`config.mk`:
```
export PLATFORM = sky130hd
export DESIGN_NAME = spdif_bmc_tx
export DESIGN_NICKNAME = d
export VERILOG_FILES = /design/src/rtl/spdif_enc_pkg.sv /design/src/rtl/spdif_frame_ring.sv /design/src/rtl/spdif_bmc_coder.sv /design/src/rtl/spdif_bmc_tx.sv
export SDC_FILE = /design/constraint.sdc
export NUM_CORES = 1
export LEC_CHECK = 0
export ABC_CLOCK_PERIOD_IN_PS = 3450
export BUFFER_PORTS_ARGS = -buffer_cell sky130_fd_sc_hd__buf_2
export CAP_MARGIN = 20
export CORE_ASPECT_RATIO = 1.25
export CORE_UTILIZATION = 45
export CTS_BUF_LIST = sky130_fd_sc_hd__clkbuf_4
export CTS_CLUSTER_SIZE = 20
export DETAILED_ROUTE_END_ITERATION = 10
export PLACE_DENSITY = 0.69
export SKIP_CTS_REPAIR_TIMING = 1
export SYNTH_ARGS = -nofsm -noshare
export SYNTH_HDL_FRONTEND = slang
export SYNTH_HIERARCHICAL = 1
export SYNTH_SLANG_ARGS = --single-unit
```
`constraint.sdc`:
```
create_clock -name clk -period 3.45 [get_ports clk]
set_input_delay 0.69 -clock clk [delete_from_list [all_inputs] [get_ports clk]]
set_output_delay 0.69 -clock clk [all_outputs]
set_load 0.02 [all_outputs]
```
`src/rtl/spdif_enc_pkg.sv`:
```
package spdif_enc_pkg;

  localparam int unsigned SUBF_BITS  = 28;
  localparam int unsigned REC_BITS   = 2 * SUBF_BITS;
  localparam int unsigned VALID_POS  = 24;
  localparam int unsigned PARITY_POS = 27;

  typedef logic [REC_BITS-1:0] frame_rec_t;

  typedef enum logic [1:0] {
    PRE_BLOCK = 2'd0,
    PRE_LEFT  = 2'd1,
    PRE_RIGHT = 2'd2
  } pre_kind_e;

  // Half-cell pattern for a previous line level of 0, first half-cell at bit 7.
  function automatic logic [7:0] pre_pattern(input pre_kind_e kind);
    case (kind)
      PRE_BLOCK: return 8'b1110_1000;
      PRE_LEFT:  return 8'b1110_0010;
      default:   return 8'b1110_0100;
    endcase
  endfunction

  // Filler frame: no audio, valid flag says "not audio", parity even.
  function automatic frame_rec_t idle_record();
    logic [SUBF_BITS-1:0] half;
    half             = '0;
    half[VALID_POS]  = 1'b1;
    half[PARITY_POS] = 1'b1;
    return {half, half};
  endfunction

endpackage

```
`src/rtl/spdif_frame_ring.sv`:
```
module spdif_frame_ring #(
  parameter  int unsigned DEPTH = 4,
  parameter  int unsigned WIDTH = 57,
  localparam int unsigned CW    = $clog2(DEPTH + 1)
) (
  input  logic             clk,
  input  logic             rst_n,
  input  logic             wr_en,
  input  logic [WIDTH-1:0] wr_data,
  input  logic             rd_en,
  output logic [WIDTH-1:0] rd_data,
  output logic [CW-1:0]    count
);

  localparam int unsigned AW = (DEPTH > 1) ? $clog2(DEPTH) : 1;

  logic [WIDTH-1:0] mem [DEPTH];
  logic [AW-1:0]    wr_ptr_q, wr_ptr_d;
  logic [AW-1:0]    rd_ptr_q, rd_ptr_d;
  logic [CW-1:0]    cnt_q, cnt_d;
  logic             do_wr, do_rd;

  always_comb begin
    do_wr    = wr_en && (cnt_q != CW'(DEPTH));
    do_rd    = rd_en && (cnt_q != '0);
    wr_ptr_d = wr_ptr_q;
    rd_ptr_d = rd_ptr_q;
    cnt_d    = cnt_q;
    if (do_wr) begin
      wr_ptr_d = (wr_ptr_q == AW'(DEPTH - 1)) ? '0 : wr_ptr_q + 1'b1;
    end
    if (do_rd) begin
      rd_ptr_d = (rd_ptr_q == AW'(DEPTH - 1)) ? '0 : rd_ptr_q + 1'b1;
    end
    case ({do_wr, do_rd})
      2'b10:   cnt_d = cnt_q + 1'b1;
      2'b01:   cnt_d = cnt_q - 1'b1;
      default: cnt_d = cnt_q;
    endcase
  end

  always_ff @(posedge clk or negedge rst_n) begin
    if (!rst_n) begin
      wr_ptr_q <= '0;
      rd_ptr_q <= '0;
      cnt_q    <= '0;
    end else begin
      wr_ptr_q <= wr_ptr_d;
      rd_ptr_q <= rd_ptr_d;
      cnt_q    <= cnt_d;
    end
  end

  // Storage carries no reset; entries are only read after being written.
  always_ff @(posedge clk) begin
    if (do_wr) begin
      mem[wr_ptr_q] <= wr_data;
    end
  end

  assign rd_data = mem[rd_ptr_q];
  assign count   = cnt_q;

endmodule

```
`src/rtl/spdif_bmc_coder.sv`:
```
module spdif_bmc_coder
  import spdif_enc_pkg::*;
(
  input  logic       clk,
  input  logic       rst_n,
  input  logic [6:0] hc,
  input  frame_rec_t rec,
  input  logic       block_first,
  output logic       line
);

  logic                 line_q, line_d;
  logic                 inv_q, inv_d;
  logic                 sub_sel;
  logic [4:0]           slot;
  logic [4:0]           bit_idx;
  logic [2:0]           pre_idx;
  logic [SUBF_BITS-1:0] half_pay;
  logic [7:0]           pat;
  pre_kind_e            kind;
  logic                 cur_bit;

  always_comb begin
    sub_sel  = hc[6];
    slot     = hc[5:1];
    pre_idx  = hc[2:0];
    bit_idx  = slot - 5'd4;
    half_pay = sub_sel ? rec[REC_BITS-1:SUBF_BITS] : rec[SUBF_BITS-1:0];
    cur_bit  = half_pay[bit_idx];
    if (sub_sel) begin
      kind = PRE_RIGHT;
    end else if (block_first) begin
      kind = PRE_BLOCK;
    end else begin
      kind = PRE_LEFT;
    end
    pat    = pre_pattern(kind);
    inv_d  = inv_q;
    line_d = line_q;
    if (slot < 5'd4) begin
      // polarity is fixed at the first preamble half-cell
      if (pre_idx == 3'd0) begin
        inv_d = line_q;
      end
      line_d = pat[3'd7 - pre_idx] ^ inv_d;
    end else if (!hc[0]) begin
      line_d = ~line_q;
    end else begin
      line_d = cur_bit ? ~line_q : line_q;
    end
  end

  always_ff @(posedge clk or negedge rst_n) begin
    if (!rst_n) begin
      line_q <= 1'b0;
      inv_q  <= 1'b0;
    end else begin
      line_q <= line_d;
      inv_q  <= inv_d;
    end
  end

  assign line = line_q;

endmodule

```
`src/rtl/spdif_bmc_tx.sv`:
```
module spdif_bmc_tx
  import spdif_enc_pkg::*;
#(
  parameter int unsigned RING_DEPTH       = 4,
  parameter int unsigned FRAMES_PER_BLOCK = 192
) (
  input  logic                clk,
  input  logic                rst_n,
  input  logic                wr_en,
  input  logic [REC_BITS-1:0] wr_rec,
  input  logic                wr_blk,
  output logic                ring_full,
  output logic                frame_req,
  output logic                line_out
);

  localparam int unsigned HC_W   = 7;
  localparam int unsigned BLK_W  = $clog2(FRAMES_PER_BLOCK);
  localparam int unsigned CNT_W  = $clog2(RING_DEPTH + 1);
  localparam int unsigned ENT_W  = REC_BITS + 1;

  logic             rst_s1_q, rst_core_n;
  logic [HC_W-1:0]  hc_q, hc_d;
  frame_rec_t       rec_q, rec_d;
  logic [BLK_W-1:0] blk_q, blk_d, blk_inc;
  logic             load, ring_empty;
  logic [ENT_W-1:0] ring_rd;
  logic [CNT_W-1:0] ring_cnt;

  // asynchronous assertion, synchronous release
  always_ff @(posedge clk or negedge rst_n) begin
    if (!rst_n) begin
      rst_s1_q   <= 1'b0;
      rst_core_n <= 1'b0;
    end else begin
      rst_s1_q   <= 1'b1;
      rst_core_n <= rst_s1_q;
    end
  end

  spdif_frame_ring #(
    .DEPTH (RING_DEPTH),
    .WIDTH (ENT_W)
  ) u_ring (
    .clk     (clk),
    .rst_n   (rst_core_n),
    .wr_en   (wr_en),
    .wr_data ({wr_blk, wr_rec}),
    .rd_en   (load),
    .rd_data (ring_rd),
    .count   (ring_cnt)
  );

  assign ring_full  = (ring_cnt == CNT_W'(RING_DEPTH));
  assign ring_empty = (ring_cnt == '0);
  assign frame_req  = (hc_q == {HC_W{1'b1}});
  assign load       = frame_req;

  always_comb begin
    hc_d    = hc_q + 1'b1;
    blk_inc = (blk_q == BLK_W'(FRAMES_PER_BLOCK - 1)) ? '0 : blk_q + 1'b1;
    if (ring_empty) begin
      rec_d = idle_record();
      blk_d = blk_inc;
    end else begin
      rec_d = ring_rd[REC_BITS-1:0];
      blk_d = ring_rd[REC_BITS] ? '0 : blk_inc;
    end
  end

  always_ff @(posedge clk or negedge rst_core_n) begin
    if (!rst_core_n) begin
      hc_q  <= '0;
      rec_q <= idle_record();
      blk_q <= '0;
    end else begin
      hc_q <= hc_d;
      if (load) begin
        rec_q <= rec_d;
        blk_q <= blk_d;
      end
    end
  end

  spdif_bmc_coder u_coder (
    .clk         (clk),
    .rst_n       (rst_core_n),
    .hc          (hc_q),
    .rec         (rec_q),
    .block_first (blk_q == '0),
    .line        (line_out)
  );

endmodule

```
==> summary.md <==
| Metric | Value |
|---|---|
| 1st-pass router iterations | `5` |
| Final Cycle Share | `0.922` |
| Slew Viols, Final | `0` |
| Mapped Area | `roughly 12000 um^2` |
| Final WS setup | `~0.27 ns` |
| Synth Flop Type | `edfxtp_1` |
| R2R Setup Slk | `0.84 ns` |
| LEAKAGE | `5.11 nW` |
| Largest net degree at the start of global routing | `between 60 and 70` |
| CTS clk-pin slew, worst paths | `around 0.06 ns` |
| Routed vias/inst | `about 5.3` |
| Total power | `a little under 9 mW` |
| Core box area | `between 20000 and 30000 um^2` |
| FP Rows | `67` |
| GPL Wtd Cong | `between 0.8 and 0.9` |
| First-pass GRT wire length | `37.0 mm` |
| CTS root buffer | `clkbuf_4` |
| CP cell instances | `ha_1, nand3_2, or2_2, inv_2, buf_12, buf_2` |
| Syn. warnings | `6` |
| CTS H-tree depth | `3` |
| Hold Path Sink | `u_ring/mem[1][13]` |
| Avg Cell Area, Syn | `17.3 um^2` |
| Total clock sinks | `310` |
| Worst Hold Path Cells | `1` |
| Syn Nets | `between 700 and 800` |
| DRC viols | `0` |
| Final setup violation count | `0` |
| Asr flop ratio synth | `0.265` |
| Die Y | `between 150 and 200 um` |
| Layout cell share with drive strength beyond 1 | `0.330` |
| Post-DRT Antenna Nets | `0` |
| CP startpoint | `hc_q[0]` |
| #FFs+latches synth | `between 300 and 400` |
| Worst path required time | `2.76 ns` |
| Max Freq | `315 MHz` |
| Most common cell after layout, fill and taps aside | `edfxtp_1` |
| Outcome | `finished clean` |
| Wire per inst | `around 18 um` |
| Crit path max fanout | `61` |
| Clock buffer depth | `3` |
| Hold Startpoint | `wr_rec[13]` |
| CP endpoint kind | `output port` |
| Register area share after synthesis | `0.720` |
| Dpl hpwl | `around 14 mm` |
| RSZ-0062 raised after global routing | `no` |
| Max incr delay on CP | `between 0.4 and 0.5 ns` |
| Die area | `around 28000 um^2` |
| PwrDens | `620 nW/um^2` |
| Worst skew pair latency | `slightly above 0.7 ns` |
| Vias | `6526` |
| Distinct cells, synth | `between 50 and 60` |
| CP Class | `reg2out` |
| Peak supply drop | `between 0.3 and 0.4 mV` |
| Total grt overflow | `0` |
| Most frequent cells in the layout | `228 x edfxtp_1, 118 x clkbuf_4, 117 x nand2_1` |
| R2R depth | `12` |
| Util after Layout | `0.523` |
| Synth Instances | `716` |
| P&R area growth vs syn | `13.7%` |
| Kind of start point of the critical path | `flip-flop` |
| Tightest Hold Check Type | `in2reg` |
| Clock period minus worst slack | `approximately 3.2 ns` |
| CTS tree | `yes` |
| RR Startpoint | `hc_q[0]` |
| Detailed Route Iter0 Violations | `a little under 500` |
| Buffers on Ports | `just over 60` |
| FF-to-FF End | `u_ring/count[2]` |
| Tightest Pin Transition | `around 0.96 ns` |
| TritonCTS Buffers | `77` |
| Initial antenna violation count | `1` |
| Final Hold Viols | `0` |
| DP Worst Slack | `just over 0.7 ns` |
| CP arrival | `between 2 and 2.5 ns` |
| Die width | `150 um` |
| Initial core utilization | `0.459` |
| CP max stage cell | `dfrtp_1` |
| Relative slew slack | `0.363` |
| Maximum capacitance violations | `0` |
| Nets | `between 900 and 1000` |
| Total routed wirelength | `~23 mm` |
| # IOs | `between 60 and 70` |
| Via count of the first global-routing pass | `7019` |
| Final clock skew | `roughly 0.063 ns` |
| All-Layer GR Usage | `0.176` |
| Post-synth EDFFs | `~230` |
[cell families (layout without fill, tap and decap cells)]
family | after synthesis | after routing | synth area share
muxes | 83 | 83 | 0.141
xor gates and xnor gates | 11 | 11 | 0.00779
other | 1 | 4 | 0.000303
adders and majority gates | 11 | 11 | 0.0117
DFF | 310 | 310 | 0.720
and+or+nand+nor | 217 | 217 | 0.0797
buffers and inverters | 51 | 230 | 0.0226
AOI/OAI and AO/OA | 32 | 32 | 0.0164
[worst max-delay path by stage]
stage	slack, ns	endpoint	depth (start not counted)
floorplan	0.57	u_ring/mem[0][0]	3
finish	0.27	frame_req	6
CTS	-0.08	frame_req	6
global placement	0.77	frame_req	6
global route	0.07	frame_req	6
detailed placement	0.71	frame_req	6
[report_power, final]
part,internal [mW],total (mW),switching (mW)
logic,0.286,0.882,0.596
clock network,1.64,3.05,1.41
registers,4.64,4.79,0.151
total,6.56,8.72,2.16
[synthesized netlist by cell type (all sizes together), types with 2 or more instances]
| cell | instances | area share |
|---|---|---|
| mux4 | 72 | 0.13 |
| clkbuf | 12 | 0.0036 |
| or3 | 2 | 0.0010 |
| nor3 | 6 | 0.0028 |
| o21ai | 18 | 0.0073 |
| nand3 | 59 | 0.024 |
| mux2 | 4 | 0.0036 |
| mux2i | 7 | 0.0057 |
| and3 | 7 | 0.0035 |
| nor2b | 5 | 0.0025 |
| and2 | 4 | 0.0020 |
| buf | 25 | 0.015 |
| nor2 | 8 | 0.0024 |
| ha | 10 | 0.010 |
| inv | 14 | 0.0043 |
| dfrtp | 78 | 0.16 |
| a21oi | 2 | 0.00081 |
| nand2b | 3 | 0.0021 |
| xor2 | 6 | 0.0043 |
| nand2 | 117 | 0.036 |
| xnor2 | 5 | 0.0035 |
| edfxtp | 228 | 0.55 |
| dfstp | 4 | 0.0085 |
[per-layer routing]
layer / wire (um) / vias up / track usage
met5: 0 / - / 0
met4: 542 / 0 / 0.0773
met3: 1020 / 41 / 0.0407
met2: 12400 / 149 / 0.301
met1: 8910 / 3306 / 0.212
li1: - / 3030 / -
[sequential cells by signal, indices dropped and copies added (netlist names)]
name             flops
u_ring/mem         228
rec_q               56
blk_q                8
hc_q                 7
u_ring/count         3
u_ring/rd_ptr_q      2
u_ring/wr_ptr_q      2
rst_core_n           1
rst_s1_q             1
u_coder/inv_q        1
u_coder/line         1
[layout make-up]
| type | count | area [um^2] |
|---|---|---|
| fill | 2179 | 12800 |
| sequential | 310 | 8910 |
| multi-input combinational | 355 | 3190 |
| clock buffer | 118 | 886 |
| timing repair buffer | 78 | 470 |
| tap | 345 | 432 |
| clock inverter | 20 | 114 |
| inverter | 14 | 52.6 |
| antenna | 3 | 7.51 |
[critical path, delay by kind of cell (launching register included)]
kind / cells / cell delay [ns]
buffers and inverters: 3 / 0.57
AND/OR/NAND/NOR: 2 / 0.49
flip-flops: 1 / 0.47
adder cells (fa/ha/maj): 1 / 0.25
[metrics by stage]
| stage | hold slack (ns) | instance area (um^2) | TNS, ns | std cells |
|---|---|---|---|---|
| 2_1_floorplan | 0.331 | 12400 | 0 | 716 |
| 3_3_place_gp | 0.341 | 13000 | 0 | 1101 |
| 3_5_place_dp | 0.342 | 13000 | 0 | 1101 |
| 4_1_cts | -0.288 | 14000 | -0.0771 | 1239 |
| 5_1_grt | 0.129 | 14100 | 0 | 1241 |
| 6_report | 0.187 | 14100 | 0 | 1243 |
Note: power is estimated with default switching activity, not from simulation.
